### src/rtl/pwb_pkg.sv
package pwb_pkg;
  typedef enum logic [1:0] {
    PW_IDLE   = 2'd0,
    PW_FILL   = 2'd1,
    PW_COMMIT = 2'd2
  } pw_state_e;
endpackage

### src/rtl/pwb_page_buf.sv
// Page-sized holding buffer with a per-entry fill mask.
module pwb_page_buf #(
  parameter int DATA_W = 8,
  parameter int DEPTH  = 32,
  localparam int IDX_W = $clog2(DEPTH)
) (
  input  logic              clk,
  input  logic              rst_n,
  input  logic              clr,
  input  logic              wr_en,
  input  logic [IDX_W-1:0]  wr_idx,
  input  logic [DATA_W-1:0] wr_data,
  input  logic [IDX_W-1:0]  rd_idx,
  output logic [DATA_W-1:0] rd_data,
  output logic              rd_vld,
  output logic              any_vld
);
  logic [DATA_W-1:0] mem_q [DEPTH];
  logic [DEPTH-1:0]  vld_q, vld_d;

  // Data entries carry no reset: the fill mask qualifies every read.
  for (genvar g = 0; g < DEPTH; g++) begin : g_entry
    always_ff @(posedge clk) begin
      if (wr_en && (wr_idx == IDX_W'(g))) begin
        mem_q[g] <= wr_data;
      end
    end
  end

  always_comb begin
    vld_d = vld_q;
    if (clr) begin
      vld_d = '0;
    end else if (wr_en) begin
      vld_d[wr_idx] = 1'b1;
    end
  end

  always_ff @(posedge clk or negedge rst_n) begin
    if (!rst_n) vld_q <= '0;
    else        vld_q <= vld_d;
  end

  assign rd_data = mem_q[rd_idx];
  assign rd_vld  = vld_q[rd_idx];
  assign any_vld = |vld_q;
endmodule

### src/rtl/pwb_cycle_timer.sv
// Fixed-length write window; the first WALK clocks index the buffer.
module pwb_cycle_timer #(
  parameter int CYCLES = 64,
  parameter int WALK   = 32,
  localparam int CNT_W = $clog2(CYCLES),
  localparam int IDX_W = $clog2(WALK)
) (
  input  logic             clk,
  input  logic             rst_n,
  input  logic             start,
  output logic             running,
  output logic             walk,
  output logic [IDX_W-1:0] walk_idx,
  output logic             done
);
  localparam logic [CNT_W-1:0] LAST = CNT_W'(CYCLES - 1);

  logic             run_q, run_d;
  logic [CNT_W-1:0] cnt_q, cnt_d;

  assign done = run_q && (cnt_q == LAST);

  always_comb begin
    run_d = run_q;
    cnt_d = cnt_q;
    if (start && !run_q) begin
      run_d = 1'b1;
      cnt_d = '0;
    end else if (run_q) begin
      if (done) run_d = 1'b0;
      else      cnt_d = cnt_q + 1'b1;
    end
  end

  always_ff @(posedge clk or negedge rst_n) begin
    if (!rst_n) begin
      run_q <= 1'b0;
      cnt_q <= '0;
    end else begin
      run_q <= run_d;
      cnt_q <= cnt_d;
    end
  end

  assign running  = run_q;
  assign walk     = run_q && (cnt_q < CNT_W'(WALK));
  assign walk_idx = cnt_q[IDX_W-1:0];
endmodule

### src/rtl/page_write_ctrl.sv
module page_write_ctrl
  import pwb_pkg::*;
#(
  parameter int BUS_ADDR_W = 16,
  parameter int ADDR_W     = 12,
  parameter int DATA_W     = 8,
  parameter int PAGE_BYTES = 32,
  parameter int WR_CYCLES  = 500000
) (
  input  logic                  clk,
  input  logic                  rst_n,
  input  logic                  addr_load,
  input  logic [BUS_ADDR_W-1:0] addr_in,
  input  logic                  wp_in,
  input  logic                  wp_strobe,
  input  logic                  byte_valid,
  input  logic [DATA_W-1:0]     byte_data,
  input  logic                  stop_seen,
  output logic                  data_nack,
  output logic                  busy,
  output logic                  arr_we,
  output logic [ADDR_W-1:0]     arr_addr,
  output logic [DATA_W-1:0]     arr_wdata,
  output logic [ADDR_W-1:0]     cur_addr
);
  localparam int OFF_W  = $clog2(PAGE_BYTES);
  localparam int PAGE_W = ADDR_W - OFF_W;

  pw_state_e          state_q, state_d;
  logic [PAGE_W-1:0]  page_q, page_d;
  logic [OFF_W-1:0]   off_q, off_d;
  logic               rej_q, rej_d;
  logic [ADDR_W-1:0]  cur_q, cur_d;

  logic               load_ok, take_byte, commit_go, buf_clr;
  logic               any_vld, rd_vld, walk, done, running;
  logic [OFF_W-1:0]   walk_idx;
  logic [DATA_W-1:0]  rd_data;
  logic               unused_addr_hi;

  assign unused_addr_hi = ^addr_in[BUS_ADDR_W-1:ADDR_W];

  assign load_ok   = addr_load && (state_q != PW_COMMIT);
  assign take_byte = (state_q == PW_FILL) && byte_valid && !rej_q;
  assign commit_go = (state_q == PW_FILL) && stop_seen && any_vld && !rej_q;
  assign buf_clr   = load_ok || done;

  always_comb begin
    state_d = state_q;
    page_d  = page_q;
    off_d   = off_q;
    rej_d   = rej_q;
    cur_d   = cur_q;
    unique case (state_q)
      PW_IDLE: ;
      PW_FILL: begin
        if (wp_strobe) rej_d = wp_in;
        if (take_byte) off_d = off_q + 1'b1;
        if (stop_seen) state_d = commit_go ? PW_COMMIT : PW_IDLE;
      end
      PW_COMMIT: begin
        if (done) begin
          state_d = PW_IDLE;
          cur_d   = {page_q, off_q};
        end
      end
      default: state_d = PW_IDLE;
    endcase
    if (load_ok) begin
      state_d = PW_FILL;
      page_d  = addr_in[ADDR_W-1:OFF_W];
      off_d   = addr_in[OFF_W-1:0];
      rej_d   = 1'b0;
      cur_d   = addr_in[ADDR_W-1:0];
    end
  end

  always_ff @(posedge clk or negedge rst_n) begin
    if (!rst_n) begin
      state_q <= PW_IDLE;
      page_q  <= '0;
      off_q   <= '0;
      rej_q   <= 1'b0;
      cur_q   <= '0;
    end else begin
      state_q <= state_d;
      page_q  <= page_d;
      off_q   <= off_d;
      rej_q   <= rej_d;
      cur_q   <= cur_d;
    end
  end

  pwb_page_buf #(.DATA_W(DATA_W), .DEPTH(PAGE_BYTES)) u_buf (
    .clk     (clk),
    .rst_n   (rst_n),
    .clr     (buf_clr),
    .wr_en   (take_byte),
    .wr_idx  (off_q),
    .wr_data (byte_data),
    .rd_idx  (walk_idx),
    .rd_data (rd_data),
    .rd_vld  (rd_vld),
    .any_vld (any_vld)
  );

  pwb_cycle_timer #(.CYCLES(WR_CYCLES), .WALK(PAGE_BYTES)) u_tmr (
    .clk      (clk),
    .rst_n    (rst_n),
    .start    (commit_go),
    .running  (running),
    .walk     (walk),
    .walk_idx (walk_idx),
    .done     (done)
  );

  assign busy      = running;
  assign data_nack = (state_q == PW_FILL) && rej_q;
  assign arr_we    = walk && rd_vld;
  assign arr_addr  = {page_q, walk_idx};
  assign arr_wdata = rd_data;
  assign cur_addr  = cur_q;
endmodule

### config.mk
export PLATFORM = sky130hd
export DESIGN_NAME = page_write_ctrl
export DESIGN_NICKNAME = d
export VERILOG_FILES = /design/src/rtl/pwb_pkg.sv /design/src/rtl/pwb_page_buf.sv /design/src/rtl/pwb_cycle_timer.sv /design/src/rtl/page_write_ctrl.sv
export SDC_FILE = /design/constraint.sdc
export NUM_CORES = 1
export LEC_CHECK = 0
export ABC_AREA = 1
export CAP_MARGIN = 20
export CELL_PAD_IN_SITES_DETAIL_PLACEMENT = 0
export CELL_PAD_IN_SITES_GLOBAL_PLACEMENT = 2
export CORE_MARGIN = 3
export CORE_UTILIZATION = 30
export DETAILED_ROUTE_END_ITERATION = 10
export DONT_BUFFER_PORTS = 1
export PLACE_DENSITY_LB_ADDON = 0.1
export SLEW_MARGIN = 10
export SYNTH_ARGS = -nofsm -noshare
export SYNTH_HDL_FRONTEND = slang
export SYNTH_SLANG_ARGS = --single-unit
### constraint.sdc
create_clock -name clk -period 2.09 [get_ports clk]
set_input_delay 0.1045 -clock clk [delete_from_list [all_inputs] [get_ports clk]]
set_output_delay 0.1045 -clock clk [all_outputs]
set_load 0.05 [all_outputs]
==> impl_metrics.csv, run 1 <==
group,metric,value,unit
placed_design,gp_congestion,0.757,
worst_hold_path,hp-class,"primary input to flip-flop",
timing,rsz0062_at_grt,"true",
grt,gr-total-overflow,0,
setup_path,crit_end,"arr_wdata[0]",
power_and_ir_drop,ir_drop,594,uV
timing,whs,66.2,ps
clock_tree,cts_tree,"built",
power_and_ir_drop,leakagePower,7.78,nW
setup_path,r2r-end,"u_buf.vld_q[9]",
grt,grt_max_degree,80,
floorplan,die_area,0.0529,mm^2
timing,slew_violations,0,
run_status,violations,"negative setup slack",
floorplan,initial_utilization,30.5,%
timing,hold_viol_final,0,
drt,dr.pass1.iters,5,
drt,vias,11500,
synthesis,syn_area,0.0150,mm^2
synthesis,synth_cell_types,30,
timing,finClkSkew,15.0,ps
drt,vias_per_cell,4.85,
power_and_ir_drop,p_comb_share,10.1,%
floorplan,io_pins,66,
timing,period_share,121,%
timing,relSlewSlack,64.7,%
power_and_ir_drop,pwr-share-seq,48.5,%
power_and_ir_drop,p_sw,0.00422,W
grt,grt_pass1_vias,11100,
power_and_ir_drop,internal_power,0.0118,W
synthesis,ys_warn_count,0,
setup_path,path_class,"flip-flop to output pin",
synthesis,synth-seq-cells,335,
clock_tree,clkTransAtPathRegs,60,ps
power_and_ir_drop,switching_share,26.3,%
clock_tree,clock_sinks,335,
clock_tree,htreeDepth,2,
drt,routed_wl,50.8,mm
timing,worst_pin_slew,529,ps
setup_path,critPathRequiredTime,1990,ps
floorplan,rows,81,
timing,worst_slack,-447,ps
setup_path,reg2reg_from,"u_tmr.cnt_q[0]",
timing,maxClockFrequency,0.394,GHz
grt,grt_pass1_wl,73.0,mm
grt,antenna_found_initial,0,
setup_path,cp-start-kind,"flip-flop",
placed_design,place_ws,-66.6,ps
finish,drive_gt1_share,22.9,%
clock_tree,cts_root_buf,"clkbuf_16",
drt,antenna_left,0,
power_and_ir_drop,clockPowerShare,41.3,%
floorplan,die_w,230,um
synthesis,syn_area_per_cell,9.82,um^2
floorplan,die_height,230,um
power_and_ir_drop,p_per_area,810,mW/mm^2
setup_path,cp.arrival,2430,ps
placed_design,dp_hpwl,30.6,mm
synthesis,netlist_instances,1532,
setup_path,reg2reg_depth,12,
clock_tree,cts_made_buffers,40,
synthesis,ys_seq_area_share,64.2,%
setup_path,cp_max_fo,6,
run,cap_violations,0,
drt,drt-initial-drc-count,719,
clock_tree,clock_latency,560,ps
placed_design,numPortBuffers,0,
clock_tree,cts.path.max_buffers,3,
setup_path,crit_start,"u_tmr.cnt_q[0]",
floorplan,core_area,0.0493,mm^2
setup_path,rrSetupSlack,-60,ps
synthesis,syn-num-nets,1570,
drt,drc,0,
finish,area_growth,31.5,%
run_status,status,"complete, but fails checks",
timing,setup_viol,42,
grt,grt_usage,18.4,%
finish,diodes,0,
finish,fin_util,40.2,%
setup_path,endpoint_kind,"output pin",
finish,num-nets-final,1725,
drt,detail_route.wl_per_cell,21.3,um
timing,min_period,2540,ps
worst_hold_path,hp-start,"byte_valid",
==> per-stage QoR <==
stage | total power [W] | TNS [ps] | instances | area, um^2
CTS | 0.0162 | -3900 | 2363 | 19000
global route | 0.0167 | -11140 | 2381 | 19800
global placement | 0.00931 | -45.5 | 2240 | 16800
detailed placement | 0.00931 | -251 | 2240 | 16800
floorplan | 0.00864 | 0 | 1532 | 15000
finish | 0.0160 | -4990 | 2381 | 19800
==> how the worst min path moves through the flow <==
stage | end | slack, ps | cells past startpoint
6_report | u_buf.vld_q[31] | 70 | 5
3_5_place_dp | u_tmr.cnt_q[14] | -190 | 0
4_1_cts | u_buf.vld_q[31] | 40 | 5
5_1_grt | u_buf.vld_q[31] | 90 | 5
3_3_place_gp | u_tmr.cnt_q[14] | -190 | 0
2_1_floorplan | cur_addr[0] | -190 | 0
==> Yosys cell counts <==
library cell  count  area [um^2]
nand2_1         317         1190
nor2_1          257          965
edfxtp_1        256         7690
nand3_1         181          906
o21ai_0         137          686
inv_1            87          327
dfrtp_1          79         1980
buf_2            54          270
o211ai_1         34          255
nand4_1          31          194
clkbuf_1         26         97.6
a21oi_1          20          100
o21ai_1           8         40.0
ha_1              7         87.6
buf_1             6         22.5
buf_4             5         37.5
inv_2             5         18.8
xor2_1            5         43.8
nand3b_1          3         22.5
buf_6             2         22.5
nand2_4           2         22.5
nor2_2            2         12.5
a22oi_1           1         7.51
clkinv_1          1         3.75
nor2_4            1         11.3
nor3_1            1         5.00
nor4_1            1         6.26
o311ai_0          1         8.76
o31ai_1           1         7.51
xnor2_1           1         8.76
==> logic make-up after synthesis <==
logic type | count (synthesis) | share of synthesized area [%]
AND/OR/NAND/NOR | 796 | 22.2
AO/OA/AOI/OAI | 202 | 7.34
XOR/XNOR | 6 | 0.349
flip-flops | 335 | 64.2
adder cells (fa/ha/maj) | 7 | 0.582
buffers and inverters | 186 | 5.31
==> layout by cell type, fill, tap and decap left out, drive strengths merged, types with 2 or more instances in the layout <==
cell	synthesis	layout
nand3b	3	3
nand2	319	320
buf	67	166
bufbuf	0	2
o211ai	34	34
bufinv	0	2
o21ai	145	145
dfrtp	79	79
ha	7	7
a21oi	20	20
nor2	260	260
clkinv	1	22
nand4	31	31
clkbuf	26	57
xor2	5	5
inv	92	93
dlygate4sd3	0	25
clkinvlp	0	3
edfxtp	256	256
nand3	181	181
==> flip-flops by register name, summed over array words and instances (netlist names) <==
register,count
u_buf.vld_q,32
u_tmr.running,1
u_buf.mem_q,256
cur_addr,12
u_tmr.cnt_q,19
rej_q,1
page_q,7
state_q,2
off_q,5
==> layer usage <==
metal / vias to the layer above / share of wire, % / GRT usage [%]
li1: 5557 / - / -
met1: 5746 / 48 / 26.3
met2: 184 / 48 / 30.0
met3: 52 / 3.1 / 2.21
met4: 0 / 1.5 / 4.21
met5: - / 0 / 0
==> worst max-delay path, stage by stage, from the launching register on <==
cell,delay (ps)
dfrtp_4,510
buf_12,190
clkinv_16,90
buf_12,120
buf_4,110
nor2_1,30
o211ai_1,280
nand3_2,170
nand2_4,110
nand2_2,60
inv_2,60
buf_12,130
==> layout make-up <==
type / count / area (um^2)
Timing Repair inverter: 3 / 43.8
Inverter: 93 / 382
Clock buffer: 48 / 1050
Sequential cell: 335 / 9670
Clock inverter: 24 / 170
Multi-Input combinational cell: 1012 / 5160
Tap cell: 664 / 831
Timing Repair Buffer: 202 / 2480
Fill cell: 4884 / 29500
==> power groups by stage <==
stage | clock network, W | logic (W) | registers [W]
6_report | 0.00663 | 0.00162 | 0.00778
5_1_grt | 0.00708 | 0.00181 | 0.00780
4_1_cts | 0.00682 | 0.00162 | 0.00778
3_5_place_dp | 0 | 0.00139 | 0.00792
3_3_place_gp | 0 | 0.00139 | 0.00792
2_1_floorplan | 0 | 0.000753 | 0.00788
==> repair_timing <==
item                                   CTS  global route
endpoints found under the hold margin  362             0
gates resized for setup                109           155
hold buffers                            34             0
setup endpoints to repair               19           113
pin swaps                               23            56
cloned                                   7            15
buffers inserted                        11             4
Note: power is estimated with default switching activity, not from simulation.
==> run 2: changes to the inputs <==
--- a/config.mk
+++ b/config.mk
@@ -11,6 +11,7 @@
 export CELL_PAD_IN_SITES_GLOBAL_PLACEMENT = 2
 export CORE_MARGIN = 3
 export CORE_UTILIZATION = 30
+export CTS_BUF_LIST = sky130_fd_sc_hd__clkbuf_16
 export DETAILED_ROUTE_END_ITERATION = 10
 export DONT_BUFFER_PORTS = 1
 export PLACE_DENSITY_LB_ADDON = 0.1
==> impl_metrics.csv, run 2 (synthesis gave the netlist of run 1 again) <==
group,metric,value,unit
setup_path,critPathRequiredTime,1990,ps
clock_tree,clkTransAtPathRegs,60,ps
finish,largest_reg_flops,256,
setup_path,crit_slowest_cell,"dfrtp_4",
drt,routed_wl,50.9,mm
setup_path,cp.arrival,2430,ps
finish,layout_common_cells,"273 x nand2_1, 256 x edfxtp_1, 244 x nor2_1",
drt,vias_per_cell,4.85,
finish,reg_top3,"u_buf.mem_q: 256 flops, u_buf.vld_q: 32 flops, u_tmr.cnt_q: 19 flops",
placed_design,numPortBuffers,0,
finish,ff_latch_area,0.00967,mm^2
finish,nFillCells,4884,
grt,grt_usage,18.4,%
clock_tree,cts_made_buffers,40,
clock_tree,htreeDepth,2,
setup_path,crit_family,"buffers and inverters",
setup_path,cp_cell_sequence,"buf_12 > clkinv_16 > buf_12 > buf_4 > nor2_1 > o211ai_1 > nand3_2 > nand2_4 > nand2_2 > inv_2 > buf_12",
setup_path,cp.depth,11,
timing,maxClockFrequency,0.395,GHz
grt,grt_pass1_vias,11100,
drt,wl_met2,24.3,mm
run,cap_violations,0,
timing,min_period,2530,ps
drt,drt-initial-drc-count,717,
placed_design,dp_hpwl,30.6,mm
timing,worst_pin_slew,527,ps
finish,area_growth,31.5,%
setup_path,endpoint_kind,"output pin",
placed_design,gp_congestion,0.757,
drt,drc,0,
drt,vias,11600,
grt,grt_pass1_wl,73.1,mm
finish,fin_util,40.2,%
timing,worst_slack,-444,ps
power_and_ir_drop,ir_drop,594,uV
floorplan,die_height,230,um
finish,top_register,"u_buf.mem_q",
drt,met1_length,24.3,mm
drt,antenna_left,0,
floorplan,rows,81,
power_and_ir_drop,power,0.0160,W
drt,dr.pass1.iters,6,
finish,diodes,0,
clock_tree,cts.path.max_buffers,3,
clock_tree,clock_sinks,335,
finish,multi_input_area,0.00516,mm^2
worst_hold_path,hp-class,"primary input to flip-flop",
worst_hold_path,whs_path_depth,5,
setup_path,path_class,"flip-flop to output pin",
floorplan,die_w,230,um
finish,drive_gt1_share,22.9,%
floorplan,core_area,0.0493,mm^2
timing,relSlewSlack,64.8,%
timing,period_share,121,%
setup_path,reg2reg_depth,12,
timing,finClkSkew,15.6,ps
timing,hold_viol_final,0,
power_and_ir_drop,leakagePower,7.81,nW
timing,slew_violations,0,
placed_design,place_inst,2240,
setup_path,crit_top_cell,"buf_12",
grt,antenna_found_initial,0,
setup_path,cp-start-kind,"flip-flop",
timing,rsz0062_at_grt,"true",
floorplan,initial_utilization,30.5,%
finish,final_area,0.0198,mm^2
setup_path,max_stage_delay,510,ps
drt,detail_route.wl_per_cell,21.4,um
timing,fin_setup_tns,-5090,ps
floorplan,die_area,0.0529,mm^2
finish,layout.cells.non_filler,2381,
clock_tree,cts_root_buf,"clkbuf_16",
power_and_ir_drop,p_per_area,809,mW/mm^2
floorplan,io_pins,66,
clock_tree,cts_tree,"built",
clock_tree,clock_latency,560,ps
drt,highest_layer,"met4",
finish,final_common_cell,"nand2_1",
run_status,status,"complete, but fails checks",
run_status,violations,"negative setup slack",
setup_path,cp_max_fo,6,
placed_design,placed_cell_area,0.0168,mm^2
drt,wl_met3,1.51,mm
setup_path,path_buf_inv,6,
timing,setup_viol,42,
grt,grt_max_degree,80,
grt,gr-total-overflow,0,
finish,num-nets-final,1725,
run 2: cell count changes in the layout (fill, tap and decap cells not counted), sizes merged:
cell,change
clkbuf,-7
inv,+7
run 2: timing repair:
action | CTS | global route
hold endpoints to repair | 362 | 0
pin swaps | 23 | 56
gates cloned | 7 | 15
endpoints found under the setup margin | 19 | 113
setup buffers | 11 | 4
hold buffers | 34 | 0
resized for setup | 109 | 155
run 2: tightest hold or removal path, cell delays in order:
cell and delay [ps]:
nand4_1 100, nor2_1 80, buf_4 130, a21oi_1 110, nor2_1 50
run 2: power breakdown:
part           switching [W]  leakage [nW]  internal, W  total [W]
Clock                0.00280         0.636      0.00380    0.00660
Combinational        0.00107          3.83     0.000551    0.00162
Sequential          0.000357          3.34      0.00742    0.00778
Total                0.00423          7.81       0.0118     0.0160
run 2: final timing paths:
check	from	to	slack, ps
worst max-delay path	u_tmr.cnt_q[0]	arr_wdata[0]	-440
worst min-delay path	byte_valid	u_buf.vld_q[31]	70
worst max register to register	u_tmr.cnt_q[0]	u_buf.vld_q[9]	-60
worst min register to register	u_buf.vld_q[17]	u_buf.vld_q[17]	530
max in group asynchronous	rst_n	u_tmr.cnt_q[0]	1590
min in group asynchronous	rst_n	u_tmr.cnt_q[14]	110
run 2: cell type report:
| type | count | share of cell area (%) |
|---|---|---|
| Inverter | 93 | 1.93 |
| Sequential cell | 335 | 48.9 |
| Timing Repair inverter | 3 | 0.221 |
| Clock buffer | 41 | 5.19 |
| Timing Repair Buffer | 202 | 12.5 |
| Multi-Input combinational cell | 1012 | 26.1 |
| Clock inverter | 31 | 0.993 |
| Tap cell | 664 | 4.20 |
run 2: metal layers:
metal	GRT usage (%)	vias to the layer above
met5	0	-
met4	4.21	0
met3	2.21	54
met2	30.0	176
met1	26.3	5770
li1	-	5557
run 2: metrics by stage:
stage | worst slack (ps) | hold slack, ps
after floorplan | 64.2 | -191
after global placement | -21.0 | -188
after detailed placement | -66.6 | -188
after CTS | -465 | 44.9
after global routing | -547 | 87.8
final | -444 | 67.8
==> run 3: changes to the inputs <==
--- a/config.mk
+++ b/config.mk
@@ -7,14 +7,11 @@
 export LEC_CHECK = 0
 export ABC_AREA = 1
 export CAP_MARGIN = 20
-export CELL_PAD_IN_SITES_DETAIL_PLACEMENT = 0
-export CELL_PAD_IN_SITES_GLOBAL_PLACEMENT = 2
 export CORE_MARGIN = 3
 export CORE_UTILIZATION = 30
 export CTS_BUF_LIST = sky130_fd_sc_hd__clkbuf_16
 export DETAILED_ROUTE_END_ITERATION = 10
 export DONT_BUFFER_PORTS = 1
-export PLACE_DENSITY_LB_ADDON = 0.1
 export SLEW_MARGIN = 10
 export SYNTH_ARGS = -nofsm -noshare
 export SYNTH_HDL_FRONTEND = slang
==> constraint.sdc (replaced) <==
create_clock -name clk -period 3.1 [get_ports clk]
set_input_delay 0.155 -clock clk [delete_from_list [all_inputs] [get_ports clk]]
set_output_delay 0.155 -clock clk [all_outputs]
set_load 0.05 [all_outputs]
==> impl_metrics.csv, run 3 (synthesis gave the netlist of run 1 again) <==
group,metric,value,unit
clock_tree,htreeDepth,2,
timing,worst_pin_slew,1010,ps
drt,drc,0,
run,cap_violations,0,
grt,grt_max_degree,132,
timing,period_share,94.8,%
timing,hold_viol_final,0,
grt,busiest_layer,"met2",
clock_tree,cts_made_buffers,35,
setup_path,cp-start-kind,"flip-flop",
grt,grtUsageMet3,2.65,%
floorplan,rows,81,
grt,grt_pass1_wl,60.1,mm
timing,relSlewSlack,32.6,%
grt,grt_usage,14.4,%
finish,num-nets-final,1602,
finish,drive_gt1_share,7.61,%
timing,maxClockFrequency,0.340,GHz
setup_path,cp_max_fo,44,
timing,slew_violations,0,
setup_path,crit_top_cell,"buf_12",
floorplan,io_pins,66,
grt,grt_use_met2,22.5,%
power_and_ir_drop,switching_share,25.6,%
setup_path,crit_slowest_cell,"dfrtp_4",
power_and_ir_drop,internal_power,0.00753,W
finish,layout.cells.non_filler,2253,
clock_tree,clock_latency,530,ps
floorplan,die_w,230,um
grt,use_met1,20.6,%
power_and_ir_drop,ir_drop,426,uV
drt,detail_route.wl_per_cell,17.4,um
clock_tree,postCtsSetupBuffers,0,
worst_hold_path,hp-class,"primary input to flip-flop",
placed_design,numPortBuffers,0,
floorplan,die_height,230,um
setup_path,cp_cell_sequence,"inv_8 > buf_12 > buf_12 > nor2_1 > o211ai_1 > nand3_1 > nand2_1 > nand2_1 > inv_1 > buf_12",
clock_tree,cts_tree,"built",
placed_design,gp_congestion,0.862,
run_status,status,"complete, no violations",
drt,dr.pass1.iters,5,
timing,worst_slack,162,ps
setup_path,max_stage_delay,660,ps
finish,largest_reg_flops,256,
grt,grt_pass1_vias,10600,
setup_path,endpoint_kind,"output pin",
drt,vias_per_cell,4.97,
floorplan,die_area,0.0529,mm^2
timing,finClkSkew,21.8,ps
placed_design,placed_cell_area,0.0160,mm^2
placed_design,dp_hpwl,23.2,mm
finish,final_common_cell,"nand2_1",
floorplan,initial_utilization,30.5,%
setup_path,cp.arrival,2780,ps
grt,antenna_found_initial,0,
setup_path,path_class,"flip-flop to output pin",
placed_design,place_ws,582,ps
grt,gr-total-overflow,0,
placed_design,place_inst,2155,
clock_tree,clock_sinks,335,
finish,diodes,0,
power_and_ir_drop,clockPowerShare,39.5,%
finish,final_area,0.0176,mm^2
timing,min_period,2940,ps
setup_path,critPathRequiredTime,2940,ps
power_and_ir_drop,p_sw,0.00259,W
clock_tree,cts.path.max_buffers,3,
drt,routed_wl,39.2,mm
power_and_ir_drop,power,0.0101,W
finish,fin_util,35.7,%
clock_tree,cts_root_buf,"clkbuf_16",
finish,reg_top3,"u_buf.mem_q: 256 flops, u_buf.vld_q: 32 flops, u_tmr.cnt_q: 19 flops",
finish,layout_common_cells,"317 x nand2_1, 257 x nor2_1, 256 x edfxtp_1",
finish,area_growth,16.8,%
power_and_ir_drop,pwr-share-seq,52.0,%
floorplan,core_area,0.0493,mm^2
drt,antenna_left,0,
drt,vias,11200,
power_and_ir_drop,p_comb_share,8.5,%
clock_tree,clkTransAtPathRegs,60,ps
power_and_ir_drop,p_per_area,576,mW/mm^2
power_and_ir_drop,leakagePower,6.85,nW
finish,top_register,"u_buf.mem_q",
drt,drt-initial-drc-count,1013,
timing,setup_viol,0,
[run 3: cell type report]
cell class              count  area (um^2)
flip-flops and latches    335         9670
clock buffers              36          901
repair buffers             88         1050
multi-input cells        1011         4580
clock inverters            26          180
inverters                  93          357
fillers                  4936        31700
well taps                 664          831
[run 3: what timing repair did]
item | in CTS | in global routing
resized for setup | 0 | 3
hold endpoints to repair | 362 | 0
hold buffers | 35 | 0
setup endpoints to repair | 0 | 8
[run 3: critical path: cells and delay by family (launching register included)]
kind            cells  cell delay, ps
compound gates      1             240
buf+inv             5            1000
flops               1             660
simple gates        4             310
[run 3: path summary, 6_finish.rpt]
path	start	end	slack, ps	depth (start not counted)
setup / recovery	u_tmr.cnt_q[0]	arr_wdata[0]	160	10
hold / removal	addr_load	page_q[1]	150	5
setup reg to reg	rej_q	off_q[1]	220	8
hold reg to reg	u_buf.vld_q[22]	u_buf.vld_q[22]	530	2
max in group asynchronous	rst_n	u_buf.vld_q[4]	2450	2
min in group asynchronous	rst_n	u_buf.vld_q[31]	240	2
[run 3: power groups by stage]
stage,Combinational (W),Clock [W],Sequential (W)
5_1_grt,0.000958,0.00426,0.00528
3_3_place_gp,0.000700,0,0.00534
3_5_place_dp,0.000713,0,0.00535
2_1_floorplan,0.000507,0,0.00532
4_1_cts,0.000853,0.00409,0.00526
6_report,0.000859,0.00400,0.00526
[run 3: metrics by stage]
stage / hold slack [ps] / TNS, ps
5_1_grt: 197 / -8.99
4_1_cts: 128 / 0
6_report: 146 / 0
3_3_place_gp: -123 / 0
3_5_place_dp: -123 / 0
2_1_floorplan: -141 / 0
[run 3: metal layers]
| layer | up-vias | part of all wire, % |
|---|---|---|
| met4 | 0 | 1.8 |
| met1 | 5464 | 45 |
| met3 | 56 | 7.3 |
| met5 | - | 0 |
| met2 | 385 | 46 |
| li1 | 5285 | - |
